<file path="src/rtl/seq_bit_pkg.sv">
package seq_bit_pkg;

  typedef enum logic [1:0] {
    MODE_OFF = 2'd0,
    MODE_RD  = 2'd1,
    MODE_WR  = 2'd2
  } mode_e;

  function automatic mode_e mode_of(input logic cs_n, input logic wr);
    if (cs_n)    return MODE_OFF;
    else if (wr) return MODE_WR;
    else         return MODE_RD;
  endfunction

endpackage

</file>
<file path="src/rtl/bit_sync.sv">
module bit_sync #(
  parameter int          W       = 1,
  parameter int          STAGES  = 2,
  parameter logic [W-1:0] RST_VAL = '0
) (
  input  logic         clk,
  input  logic         rst_n,
  input  logic [W-1:0] din,
  output logic [W-1:0] dout
);

  logic [W-1:0] stg_q [STAGES];

  for (genvar g = 0; g < STAGES; g++) begin : g_stage
    if (g == 0) begin : g_first
      always_ff @(posedge clk or negedge rst_n) begin
        if (!rst_n) stg_q[g] <= RST_VAL;
        else        stg_q[g] <= din;
      end
    end else begin : g_next
      always_ff @(posedge clk or negedge rst_n) begin
        if (!rst_n) stg_q[g] <= RST_VAL;
        else        stg_q[g] <= stg_q[g-1];
      end
    end
  end

  assign dout = stg_q[STAGES-1];

endmodule

</file>
<file path="src/rtl/addr_seq.sv">
module addr_seq #(
  parameter int DEPTH = 16,
  parameter int AW    = 4
) (
  input  logic          clk,
  input  logic          rst_n,
  input  logic          clear,
  input  logic          step,
  output logic [AW-1:0] addr,
  output logic          at_end,
  output logic          taken,
  output logic          last_take
);

  localparam logic [AW-1:0] LAST = AW'(DEPTH - 1);

  logic [AW-1:0] addr_q, addr_d;
  logic          end_q, end_d;

  assign taken     = step && !end_q && !clear;
  assign last_take = taken && (addr_q == LAST);

  always_comb begin
    addr_d = addr_q;
    end_d  = end_q;
    if (clear) begin
      addr_d = '0;
      end_d  = 1'b0;
    end else if (taken) begin
      if (addr_q == LAST) end_d  = 1'b1;
      else                addr_d = addr_q + 1'b1;
    end
  end

  always_ff @(posedge clk or negedge rst_n) begin
    if (!rst_n) begin
      addr_q <= '0;
      end_q  <= 1'b0;
    end else begin
      addr_q <= addr_d;
      end_q  <= end_d;
    end
  end

  assign addr   = addr_q;
  assign at_end = end_q;

  p_clear_zero_r2: assert property (@(posedge clk) disable iff (!rst_n)
    clear |=> (addr == '0 && !at_end));

  p_step_adv_r3: assert property (@(posedge clk) disable iff (!rst_n)
    (step && !clear && !at_end && addr != LAST) |=> addr == $past(addr) + 1'b1);

  p_saturate_r9: assert property (@(posedge clk) disable iff (!rst_n)
    (at_end && !clear) |=> ($stable(addr) && at_end));

endmodule

</file>
<file path="src/rtl/bit_array.sv">
module bit_array #(
  parameter int DEPTH = 16,
  parameter int AW    = 4
) (
  input  logic          clk,
  input  logic          we,
  input  logic [AW-1:0] addr,
  input  logic          wbit,
  output logic          rbit
);

  logic [DEPTH-1:0] cells;

  always_ff @(posedge clk) begin
    if (we) cells[addr] <= wbit;
  end

  assign rbit = cells[addr];

endmodule

</file>
<file path="src/rtl/seq_bit_store.sv">
module seq_bit_store
  import seq_bit_pkg::*;
#(
  parameter int DEPTH       = 16,
  parameter int SYNC_STAGES = 2
) (
  input  logic clk,
  input  logic rst_n,
  input  logic cs_n,
  input  logic wr_sel,
  input  logic addr_stb,
  input  logic step_clk,
  input  logic data_in,
  output logic data_out,
  output logic data_oe,
  output logic end_flag
);

  localparam int AW = (DEPTH > 1) ? $clog2(DEPTH) : 1;

  // synchronised inputs: {data, step, strobe, wr, cs_n}
  logic [4:0] sync_v;
  logic       cs_s, wr_s, stb_s, stp_s, din_s;

  bit_sync #(.W(5), .STAGES(SYNC_STAGES), .RST_VAL(5'b00001)) i_sync (
    .clk  (clk),
    .rst_n(rst_n),
    .din  ({data_in, step_clk, addr_stb, wr_sel, cs_n}),
    .dout (sync_v)
  );

  assign {din_s, stp_s, stb_s, wr_s, cs_s} = sync_v;

  logic  stb_q, stp_q;
  logic  stb_rise, stp_rise;
  mode_e mode;
  logic  clear, adv;
  logic  taken, last_take, at_end;
  logic  we, rbit;
  logic [AW-1:0] addr;

  logic rd_en_q, rd_en_d;
  logic pend_q, pend_d;
  logic hold_q, hold_d;
  logic pulse_q, pulse_d;

  assign stb_rise = stb_s && !stb_q;
  assign stp_rise = stp_s && !stp_q;
  assign mode     = mode_of(cs_s, wr_s);
  assign clear    = (mode != MODE_OFF) && stb_rise && !din_s;
  assign adv      = stp_rise && ((mode == MODE_WR) || (mode == MODE_RD && rd_en_q));
  assign we       = taken && (mode == MODE_WR);

  addr_seq #(.DEPTH(DEPTH), .AW(AW)) i_addr (
    .clk      (clk),
    .rst_n    (rst_n),
    .clear    (clear),
    .step     (adv),
    .addr     (addr),
    .at_end   (at_end),
    .taken    (taken),
    .last_take(last_take)
  );

  bit_array #(.DEPTH(DEPTH), .AW(AW)) i_array (
    .clk (clk),
    .we  (we),
    .addr(addr),
    .wbit(din_s),
    .rbit(rbit)
  );

  always_comb begin
    rd_en_d = rd_en_q;
    pend_d  = pend_q;
    hold_d  = hold_q;
    pulse_d = last_take && (mode == MODE_RD);
    if (we) pend_d = 1'b1;
    if (pend_q && mode != MODE_WR) begin
      rd_en_d = 1'b1;
      pend_d  = 1'b0;
    end
    if (clear)                               hold_d = 1'b0;
    else if (last_take && mode == MODE_WR)   hold_d = 1'b1;
  end

  always_ff @(posedge clk or negedge rst_n) begin
    if (!rst_n) begin
      stb_q   <= 1'b0;
      stp_q   <= 1'b0;
      rd_en_q <= 1'b0;
      pend_q  <= 1'b0;
      hold_q  <= 1'b0;
      pulse_q <= 1'b0;
    end else begin
      stb_q   <= stb_s;
      stp_q   <= stp_s;
      rd_en_q <= rd_en_d;
      pend_q  <= pend_d;
      hold_q  <= hold_d;
      pulse_q <= pulse_d;
    end
  end

  always_comb begin
    data_oe  = 1'b0;
    end_flag = wr_s;
    case (mode)
      MODE_WR: end_flag = hold_q;
      MODE_RD: begin
        end_flag = pulse_q;
        data_oe  = rd_en_q;
      end
      default: ;
    endcase
  end

  assign data_out = data_oe ? rbit : 1'b0;

  p_rden_sticky_r5: assert property (@(posedge clk) disable iff (!rst_n)
    rd_en_q |=> rd_en_q);

  p_rden_after_write_r4: assert property (@(posedge clk) disable iff (!rst_n)
    $rose(rd_en_q) |-> $past(pend_q));

  p_pulse_single_r8: assert property (@(posedge clk) disable iff (!rst_n)
    pulse_q |=> !pulse_q);

  p_hold_kept_r7: assert property (@(posedge clk) disable iff (!rst_n)
    (hold_q && !clear) |=> hold_q);

  p_no_write_at_end_r9: assert property (@(posedge clk) disable iff (!rst_n)
    at_end |-> !we);

endmodule

</file>
<file path="config.mk">
export PLATFORM = sky130hd
export DESIGN_NAME = seq_bit_store
export DESIGN_NICKNAME = d
export VERILOG_FILES = /design/src/rtl/seq_bit_pkg.sv /design/src/rtl/bit_sync.sv /design/src/rtl/addr_seq.sv /design/src/rtl/bit_array.sv /design/src/rtl/seq_bit_store.sv
export SDC_FILE = /design/constraint.sdc
export NUM_CORES = 1
export LEC_CHECK = 0
export BUFFER_PORTS_ARGS = -buffer_cell sky130_fd_sc_hd__buf_2
export CORE_MARGIN = 4
export CORE_UTILIZATION = 53
export DETAILED_ROUTE_END_ITERATION = 16
export GPL_TIMING_DRIVEN = 0
export PLACE_DENSITY_LB_ADDON = 0.08
export SLEW_MARGIN = 20
export SYNTH_ARGS = -nofsm -noshare
export SYNTH_HDL_FRONTEND = slang
export SYNTH_SLANG_ARGS = --single-unit
</file>
<file path="constraint.sdc">
create_clock -name clk -period 1.6 [get_ports clk]
set_clock_uncertainty 0.1 [all_clocks]
set_input_delay 0.08 -clock clk [delete_from_list [all_inputs] [get_ports clk]]
set_output_delay 0.08 -clock clk [all_outputs]
set_load 0.02 [all_outputs]
</file>
After elaboration in Yosys (flattened, before gate mapping)

Cells that the tools add are included.

Bits in registers: 37
Bits of input ports: 7
Output and inout bits: 3
Word-level logic and storage cells: 66

Add/sub/neg operators: 1
Magnitude comparators: 2
Eq/ne operators: 5
Muxes and demuxes: 20
Reduce and logical (&&, ||, !) cells: 27

Operator list:

| kind                  | number |
|---|---|
| $bwmux W16            | 1 |
| $logic_and A1 B1 Y1   | 14 |
| $mux W4               | 3 |
| $mux W1               | 11 |
| $reduce_bool A2 Y1    | 5 |
| $logic_not A1 Y1      | 5 |
| $lt A4 B5 Y1 const B  | 1 |
| $add A4 B1 Y4 const B | 1 |
| $bmux W1 S4           | 1 |
| $demux W1 S4          | 1 |
| $eq A4 B4 Y1 const B  | 1 |
| $ge A4 B1 Y1 const B  | 1 |
| $mux W2               | 2 |
| $reduce_and A2 Y1     | 2 |
| $eq A2 B1 Y1 const B  | 1 |
| $eq A2 B2 Y1 const B  | 1 |
| $ne A2 B1 Y1 const B  | 1 |
| $ne A2 B2 Y1 const B  | 1 |
| $pmux W1 S2           | 1 |
| $logic_or A1 B1 Y1    | 1 |

Logic depth before layout (Yosys ltp)

Gate-level depths: netlist (run 1).

Depth in word-level cells: 12
Mapped depth: 6
Mapped depth without buffers: 5

Cells and area by module

From an unflattened synthesis (run 1), not the netlist that was laid out.

Cell total of the unflattened synthesis: 115
Area, all modules: 1,585.3 µm²

Modules (own cells, without submodules):

| module        | instances | cells each | area each (µm²) | seq. area each (µm²) |
|---|---|---|---|---|
| bit_array     | 1         | 48         | 743.2           | 480.5 |
| bit_sync      | 1         | 15         | 290.3           | 252.7 |
| addr_seq      | 1         | 28         | 285.3           | 125.1 |
| seq_bit_store | 1         | 24         | 266.5           | 150.1 |

Worst setup path after synthesis (run 1)

OpenSTA, ideal clock, no wires.

Path type: flip-flop to output port
Start point: register i_addr.addr_q[0] (netlist: i_addr.addr[0])
End point: output data_out
Data arrival time: 1,506 ps
Data required time: 1,420 ps
Path slack: -86 ps
Cell stages (with the launch flop): 6
Path buffers: 1
Path through: dfrtp_1 buf_2 mux2_2 or3_1 o211ai_1 o22ai_1

Cells in the longest elaborated chain, start to end: 3

RTL lines:

| what                          | RTL line             | text |
|---|---|---|
| start: declaration            | addr_seq.sv:17       | `logic [AW-1:0] addr_q, addr_d;` |
| start signal: assignment      | addr_seq.sv:40       | `addr_q <= addr_d;` |
| $bmux W1 S4                   | bit_array.sv:18      | `assign rbit = cells[addr];` |
| $mux W1 (implied by the code) | bit_array.sv:18      |  |
| $mux W1                       | seq_bit_store.sv:118 | `assign data_out = data_oe ? rbit : 1'b0;` |
| end: declaration              | seq_bit_store.sv:14  | `output logic data_out,` |

No other way between the ends. The select of a mux whose other input is x is not followed.

Worst setup path after layout (run 1)

Ends and elaborated chain as after synthesis.

==> results of run 1 <==
-- power breakdown --
| part | leakage, uW | internal [uW] | total, uW | switching [uW] |
|---|---|---|---|---|
| Clock | 0.0000457 | 332 | 660 | 327 |
| Combinational | 0.000387 | 363 | 775 | 412 |
| Sequential | 0.000399 | 1050 | 1110 | 62.9 |
| Total | 0.000832 | 1750 | 2550 | 802 |
-- what timing repair did --
| action | in CTS | in global routing |
|---|---|---|
| resized for setup | 38 | 24 |
| setup endpoints to repair | 24 | 24 |
| buffers inserted | 10 | 4 |
| pin swaps | 17 | 5 |
| hold buffers | 6 | 0 |
| endpoints found under the hold margin | 26 | 0 |
-- registers in the layout, summed over array words and instances, names as in the netlist, 4 cells and up --
| name | count |
|---|---|
| i_addr.addr | 4 |
| i_sync.stg_q | 5 |
| i_sync.dout | 5 |
| i_array.cells | 16 |
-- worst min path at each step --
stage,endpoint,start,slack [ns],cells past startpoint
after global routing,stp_q$_DFF_PN0_,rst_n,0.12,2
after CTS,i_sync.stg_q[6]$_DFF_PN0_,rst_n,0.09,2
final,pend_q$_DFFE_PN0P_,rst_n,0.09,2
after global placement,pend_q$_DFFE_PN0P_,rst_n,-0.05,1
after floorplan,hold_q$_DFFE_PN0P_,rst_n,-0.32,0
after detailed placement,pend_q$_DFFE_PN0P_,rst_n,-0.05,1
-- worst reg2reg max path, delay by kind of cell, from the launching register on --
kind,cells,cell delay [ns]
DFF,1,0.43
and+or+nand+nor,4,0.79
buffers and inverters,1,0.23
-- cell type report --
class                   instances  area share (%)
clock buffers                   5           1.726
clock inverters                 3           2.071
plain buffers                   5           1.726
flip-flops and latches         37           46.49
inverters                       2          0.3452
repair buffers                 28           10.01
multi-input cells              77           35.85
well taps                      31           1.784
-- layer usage --
| metal | track usage (%) | wire (um) | vias to the layer above |
|---|---|---|---|
| met5 | 0 | 0 | - |
| met4 | 9.917 | 72 | 0 |
| met3 | 5.036 | 185 | 6 |
| met2 | 27.43 | 1574 | 38 |
| met1 | 24.20 | 1399 | 544 |
| li1 | - | - | 509 |
-- stage by stage --
| stage | setup WS, ns | TNS (ns) |
|---|---|---|
| finish | -0.4497 | -4.245 |
| global placement | -0.4043 | -6.487 |
| CTS | -0.4669 | -2.440 |
| floorplan | -0.07148 | -0.9423 |
| global route | -0.5617 | -6.067 |
| detailed placement | -0.4934 | -7.422 |
-- synthesized netlist by cell type (all sizes together) --
master  number
dfrtp       19
nor2        19
edfxtp      16
nand2       11
ha           4
mux2i        4
nand2b       4
nor3         4
nor4b        4
clkbuf       3
nand3        3
o21ai        3
a21o         2
buf          2
dfstp        2
inv          2
mux4         2
a21oi        1
a22oi        1
a31o         1
a41o         1
and2         1
and3b        1
mux2         1
nor2b        1
nor4         1
o211ai       1
o21a         1
o21ba        1
o22ai        1
or3          1
or4          1
or4b         1
xnor2        1
-- kinds of logic (layout without fill, tap and decap cells) --
family / Yosys count / after routing / synth area share, %
buffers and inverters: 7 / 43 / 1.807
and+or+nand+nor: 52 / 52 / 19.09
xor gates and xnor gates: 1 / 1 / 0.5500
adders and majority gates: 4 / 4 / 3.142
muxes: 7 / 7 / 6.049
AOI/OAI and AO/OA: 13 / 13 / 6.049
DFF: 37 / 37 / 63.32
==> impl_metrics.sql, run 1 <==
INSERT INTO impl_metrics (metric_group, metric, value, unit) VALUES
('placed_design', 'placed_cell_area', '0.001699', 'mm^2'),
('layout', 'post-route-util', '77.52', '%'),
('layout', 'total_area_of_sequential_cells', '0.001011', 'mm^2'),
('global_routing', 'grt_overflow', '0', ''),
('route', 'drt_pass1_iterations', '4', ''),
('synth', 'seq_area_frac_synth', '63.32', '%'),
('synth', 'synth.top_cells.by_area', 'sky130_fd_sc_hd__edfxtp_1 (30%), sky130_fd_sc_hd__dfrtp_1 (30%), sky130_fd_sc_hd__nor2_1 (4.5%)', ''),
('worst_setup_path', 'endpoint', 'data_out', ''),
('synth', 'ys.warnings.count', '0', ''),
('synth', 'post_synth_inst_count', '121', ''),
('timing', 'report.final.setup_viol', '23', ''),
('global_routing', 'grt_start_max_net_pins', '22', ''),
('timing', 'final_min_period_over_clock_period', '128.1', '%'),
('worst_setup_path', 'crit_path_max_incr_delay', '0.42', 'ns'),
('timing', 'timing.slew.headroom', '69.87', '%'),
('timing', 'fin_ws', '-0.4497', 'ns'),
('placed_design', 'placed_cells', '161', ''),
('outcome', 'outcome', 'complete, but fails checks', ''),
('cts', 'clk-insertion-delay-late', '0.35', 'ns'),
('worst_setup_path', 'crit_type', 'register to output port', ''),
('pwr', 'power.ir.vdd_worst', '0.0007286', 'V'),
('layout', 'final_cell_count_no_fill', '188', ''),
('floorplanning', 'floorplan.die_area', '0.003946', 'mm^2'),
('floorplanning', 'die_w', '62.82', 'um'),
('route', 'first_iteration_detailed_routing_drc_count', '58', ''),
('outcome', 'violated_checks', 'negative setup slack', ''),
('layout', 'layout-drive-gt1-share', '47.13', '%'),
('timing', 'fin_worst_hold_slack', '0.09051', 'ns'),
('cts', 'clock_tree_from_tritoncts', 'done', ''),
('floorplanning', 'core', '0.002805', 'mm^2'),
('synth', 'netlist_area', '0.001593', 'mm^2'),
('layout', 'flow.area_growth_from_synthesis', '36.53', '%'),
('worst_setup_path', 'worstReg2RegEnd', 'i_array.cells[0]$_DFFE_PP_', ''),
('worst_setup_path', 'r2r_setup_slack', '-0.23', 'ns'),
('timing', 'maxSlewViolCount', '0', ''),
('worst_setup_path', 'arrival', '1.87', 'ns'),
('cts', 'cts_root_buffer', 'sky130_fd_sc_hd__clkbuf_4', ''),
('worst_setup_path', 'timing.critical_path.buf_inv', '2', ''),
('worst_setup_path', 'critical_path.top_delay_family', 'flip-flops', ''),
('floorplanning', 'core.rowCount', '19', ''),
('timing', 'tightest_pin_transition', '0.4520', 'ns'),
('placed_design', 'estimated_wirelength_of_the_detail_placed_design', '1841', 'um'),
('worst_setup_path', 'worstSetupEndpointType', 'output port', ''),
('global_routing', 'antenna_found_initial', '0', ''),
('synth', 'synth_top_cell_by_area', 'sky130_fd_sc_hd__edfxtp_1', ''),
('layout', 'multi_input_area', '779.5', 'um^2'),
('floorplanning', 'pin_count', '10', ''),
('route', 'route.final.wire_length', '3231', 'um'),
('worst_setup_path', 'critical_path_depth', '6', ''),
('route', 'dr_total_vias', '1097', ''),
('worst_setup_path', 'startpoint_type', 'register', ''),
('pwr', 'p_leak', '0.0008324', 'uW'),
('worst_setup_path', 'worstRegToRegCells', '5', ''),
('layout', 'final_net_count', '167', ''),
('synth', 'avgSynthCellArea', '13.16', 'um^2'),
('worst_setup_path', 'critical_path_rt', '1.42', 'ns'),
('placed_design', 'portBuffers', '9', ''),
('timing', 'period_needed', '2.050', 'ns'),
('global_routing', 'grt_util_all_layers', '18.34', '%'),
('placed_design', 'final_gp_congestion', '0.7825', ''),
('pwr', 'power-per-cell-area', '1172', 'mW/mm^2'),
('synth', 'synthDistinctLibCells', '36', ''),
('layout', 'post-route-cell-area', '0.002175', 'mm^2'),
('run', 'drv_cap', '0', ''),
('synth', 'synth.top_cell.area_share', '30.16', '%'),
('cts', 'cts.reportedPaths.clkPinSlew', '0.12', 'ns'),
('pwr', 'power.total', '2548', 'uW'),
('global_routing', 'grt_pass1_wl', '5326', 'um'),
('global_routing', 'grt_pass1_vias', '1068', ''),
('route', 'antenna_left', '0', ''),
('cts', 'cts_sink_cnt', '37', '');
Power figures use the tool's default switching activity.
==> run 2: changes to the inputs <==
--- a/config.mk
+++ b/config.mk
@@ -9,7 +9,6 @@
 export CORE_MARGIN = 4
 export CORE_UTILIZATION = 53
 export DETAILED_ROUTE_END_ITERATION = 16
-export GPL_TIMING_DRIVEN = 0
 export PLACE_DENSITY_LB_ADDON = 0.08
 export SLEW_MARGIN = 20
 export SYNTH_ARGS = -nofsm -noshare
==> run 2 against run 1 <==
The run still ends with negative setup slack left. Power down 1.3%. Critical path depth down 1. Sequential power about the same. Cell area up 5.4%. Critical endpoint unchanged. Highest routed layer unchanged.
==> impl_metrics.sql, run 2 (synthesis gave the netlist of run 1 again) <==
INSERT INTO impl_metrics (metric_group, metric, value, unit) VALUES
('worst_setup_path', 'worstPathCellList', 'buf_6, mux4_2, o211ai_1, o22ai_1, buf_2', ''),
('run', 'drv_cap', '0', ''),
('timing', 'report.final.setup_viol', '23', ''),
('worst_setup_path', 'worstSetupEndpointType', 'output port', ''),
('outcome', 'violated_checks', 'negative setup slack', ''),
('worst_setup_path', 'critical_path.reg2reg.startpoint', 'i_sync.dout[0]$_DFF_PN1_', ''),
('outcome', 'outcome', 'complete, but fails checks', ''),
('cts', 'clock_tree_from_tritoncts', 'done', ''),
('floorplanning', 'initial_core_util', '56.78', '%'),
('pwr', 'combinationalPowerShare', '31.8', '%'),
('floorplanning', 'die_w', '62.82', 'um'),
('worst_setup_path', 'crit_path_max_incr_delay', '0.49', 'ns'),
('route', 'first_iteration_detailed_routing_drc_count', '59', ''),
('timing', 'fin_worst_hold_slack', '0.09831', 'ns'),
('timing', 'hold_violations', '0', ''),
('floorplanning', 'core', '0.002805', 'mm^2'),
('worst_setup_path', 'cp_slowest_cell', 'sky130_fd_sc_hd__mux4_2', ''),
('layout', 'flow.area_growth_from_synthesis', '43.91', '%'),
('route', 'route.final.wire_length', '3685', 'um'),
('cts', 'clockBufferDepth', '2', ''),
('timing', 'fmax', '499.1', 'MHz'),
('worst_setup_path', 'critical_path_rt', '1.42', 'ns'),
('placed_design', 'estimated_wirelength_of_the_detail_placed_design', '2159', 'um'),
('pwr', 'power.total', '2515', 'uW'),
('timing', 'period_needed', '2.003', 'ns'),
('global_routing', 'grt_pass1_vias', '1106', ''),
('layout', 'mostFrequentLayoutCell', 'sky130_fd_sc_hd__dfrtp_1', ''),
('floorplanning', 'die-height', '62.82', 'um'),
('cts', 'clk-insertion-delay-late', '0.36', 'ns'),
('pwr', 'power.ir.vdd_worst', '0.0008844', 'V'),
('layout', 'largest_reg_flops', '16', ''),
('timing', 'tightest_pin_transition', '0.4709', 'ns'),
('placed_design', 'final_gp_congestion', '0.8284', ''),
('timing', 'final_min_period_over_clock_period', '125.2', '%'),
('worst_setup_path', 'startpoint_type', 'register', ''),
('pwr', 'p_int', '1689', 'uW'),
('global_routing', 'grt_overflow', '0', ''),
('floorplanning', 'core.rowCount', '19', ''),
('floorplanning', 'floorplan.die_area', '0.003946', 'mm^2'),
('route', 'antenna_left', '0', ''),
('pwr', 'p_leak', '0.0008524', 'uW'),
('worst_setup_path', 'crit_type', 'register to output port', ''),
('pwr', 'sequentialPowerShare', '44.2', '%'),
('route', 'drcViolationCount', '0', ''),
('worst_setup_path', 'worstReg2RegEnd', 'i_array.cells[2]$_DFFE_PP_', ''),
('pwr', 'total_switching_power', '826.6', 'uW'),
('worst_setup_path', 'worstRegToRegCells', '5', ''),
('floorplanning', 'pin_count', '10', ''),
('route', 'routed_wire_length_per_instance', '18.90', 'um'),
('route', 'vias_per_cell', '5.744', ''),
('layout', 'final_net_count', '174', ''),
('cts', 'cts_sink_cnt', '37', ''),
('cts', 'cts_root_buffer', 'sky130_fd_sc_hd__clkbuf_4', ''),
('global_routing', 'grt_pass1_wl', '5506', 'um'),
('placed_design', 'place_ws', '-0.2131', 'ns'),
('timing', 'fin_ws', '-0.4035', 'ns'),
('placed_design', 'placed_cell_area', '0.001846', 'mm^2'),
('timing', 'timing.slew.headroom', '68.61', '%'),
('route', 'drt_pass1_iterations', '4', ''),
('worst_setup_path', 'arrival', '1.82', 'ns'),
('global_routing', 'grt_util_all_layers', '18.45', '%'),
('layout', 'post-route-cell-area', '0.002292', 'mm^2'),
('pwr', 'power-per-cell-area', '1097', 'mW/mm^2'),
('global_routing', 'antenna_found_initial', '0', ''),
('placed_design', 'portBuffers', '9', ''),
('layout', 'final_cell_mix', 'sky130_fd_sc_hd__dfrtp_1 (19), sky130_fd_sc_hd__buf_4 (17), sky130_fd_sc_hd__edfxtp_1 (16), sky130_fd_sc_hd__nor2_4 (11), sky130_fd_sc_hd__buf_6 (9)', ''),
('timing', 'rsz0062_at_grt', 'true', ''),
('pwr', 'power.share.switching', '32.86', '%'),
('pwr', 'clock_power_share', '24.0', '%'),
('global_routing', 'grt_start_max_net_pins', '22', ''),
('worst_setup_path', 'r2r_setup_slack', '-0.23', 'ns'),
('cts', 'cts.reportedPaths.clkPinSlew', '0.13', 'ns'),
('timing', 'maxSlewViolCount', '0', ''),
('worst_setup_path', 'critical_path.max_fanout', '4', ''),
('layout', 'layout-drive-gt1-share', '51.22', '%'),
('route', 'dr_total_vias', '1120', ''),
('layout', 'antenna-diode-count', '0', ''),
('min_path', 'hp-class', 'input port to asynchronous set/reset pin', ''),
('layout', 'largest-register', 'i_array.cells', ''),
('cts', 'cts_max_level', '2', ''),
('cts', 'cts_made_buffers', '5', '');
-- run 2: changes by cell type in the layout (fill, tap and decap cells not counted), moves of 3 or more --
cell and change:
sky130_fd_sc_hd__buf_4 +3, sky130_fd_sc_hd__buf_6 +5, sky130_fd_sc_hd__nor3_2 -3, sky130_fd_sc_hd__nor3_4 +3
-- run 2: area by class of cell --
class                      instances  area (um^2)
sequential                        37         1008
clock inverter                     2        15.01
fill                             154        513.0
timing repair buffer              40        344.1
inverter                           2        7.507
tap                               31        38.79
clock buffer                       6        62.56
multi-input combinational         77        815.8
-- run 2: what timing repair did --
| item | in CTS | in global routing |
|---|---|---|
| hold buffers | 6 | 0 |
| pin swaps | 15 | 10 |
| endpoints found under the setup margin | 23 | 26 |
| gates resized for setup | 36 | 29 |
| endpoints found under the hold margin | 26 | 0 |
| setup buffers | 3 | 2 |
| gates cloned | 0 | 0 |
-- run 2: stage by stage --
stage	setup TNS [ns]	cells	utilization, %
2_1_floorplan	-0.9423	121	-
6_report	-3.454	195	81.71
4_1_cts	-2.655	194	76.41
5_1_grt	-5.142	195	81.71
3_3_place_gp	-2.552	177	65.79
3_5_place_dp	-3.233	177	65.79
-- run 2: worst max-delay path: cells and delay by family, from the launching register on --
family	cells	cell delay [ns]
AO/OA/AOI/OAI	2	0.26
multiplexers	1	0.49
buffers and inverters	2	0.30
flip-flops	1	0.42
-- run 2: worst max path at each step --
stage,from,endpoint,slack (ns),depth (start not counted)
2_1_floorplan,i_sync.dout[0]$_DFF_PN1_,i_array.cells[1]$_DFFE_PP_,-0.07,4
3_3_place_gp,i_sync.dout[0]$_DFF_PN1_,i_array.cells[0]$_DFFE_PP_,-0.18,4
3_5_place_dp,i_sync.dout[0]$_DFF_PN1_,i_array.cells[0]$_DFFE_PP_,-0.21,4
4_1_cts,i_addr.addr[0]$_DFFE_PN0P_,data_out,-0.44,5
5_1_grt,i_addr.addr[0]$_DFFE_PN0P_,data_out,-0.52,5
6_report,i_addr.addr[0]$_DFFE_PN0P_,data_out,-0.40,5
-- run 2: routing by layer --
metal | track usage (%) | wire [um] | vias to the layer above
met1 | 24.73 | 1599 | 565
met5 | 0 | 0 | -
met3 | 5.396 | 172 | 9
met4 | 6.612 | 97 | 0
li1 | - | - | 519
met2 | 28.50 | 1816 | 27
-- run 2: power by group through the flow --
stage	Combinational (uW)	Clock, uW	Sequential, uW
2_1_floorplan	367	0	1110
3_3_place_gp	575	0	1120
3_5_place_dp	591	0	1130
4_1_cts	719	611	1110
5_1_grt	858	663	1120
6_report	799	604	1110
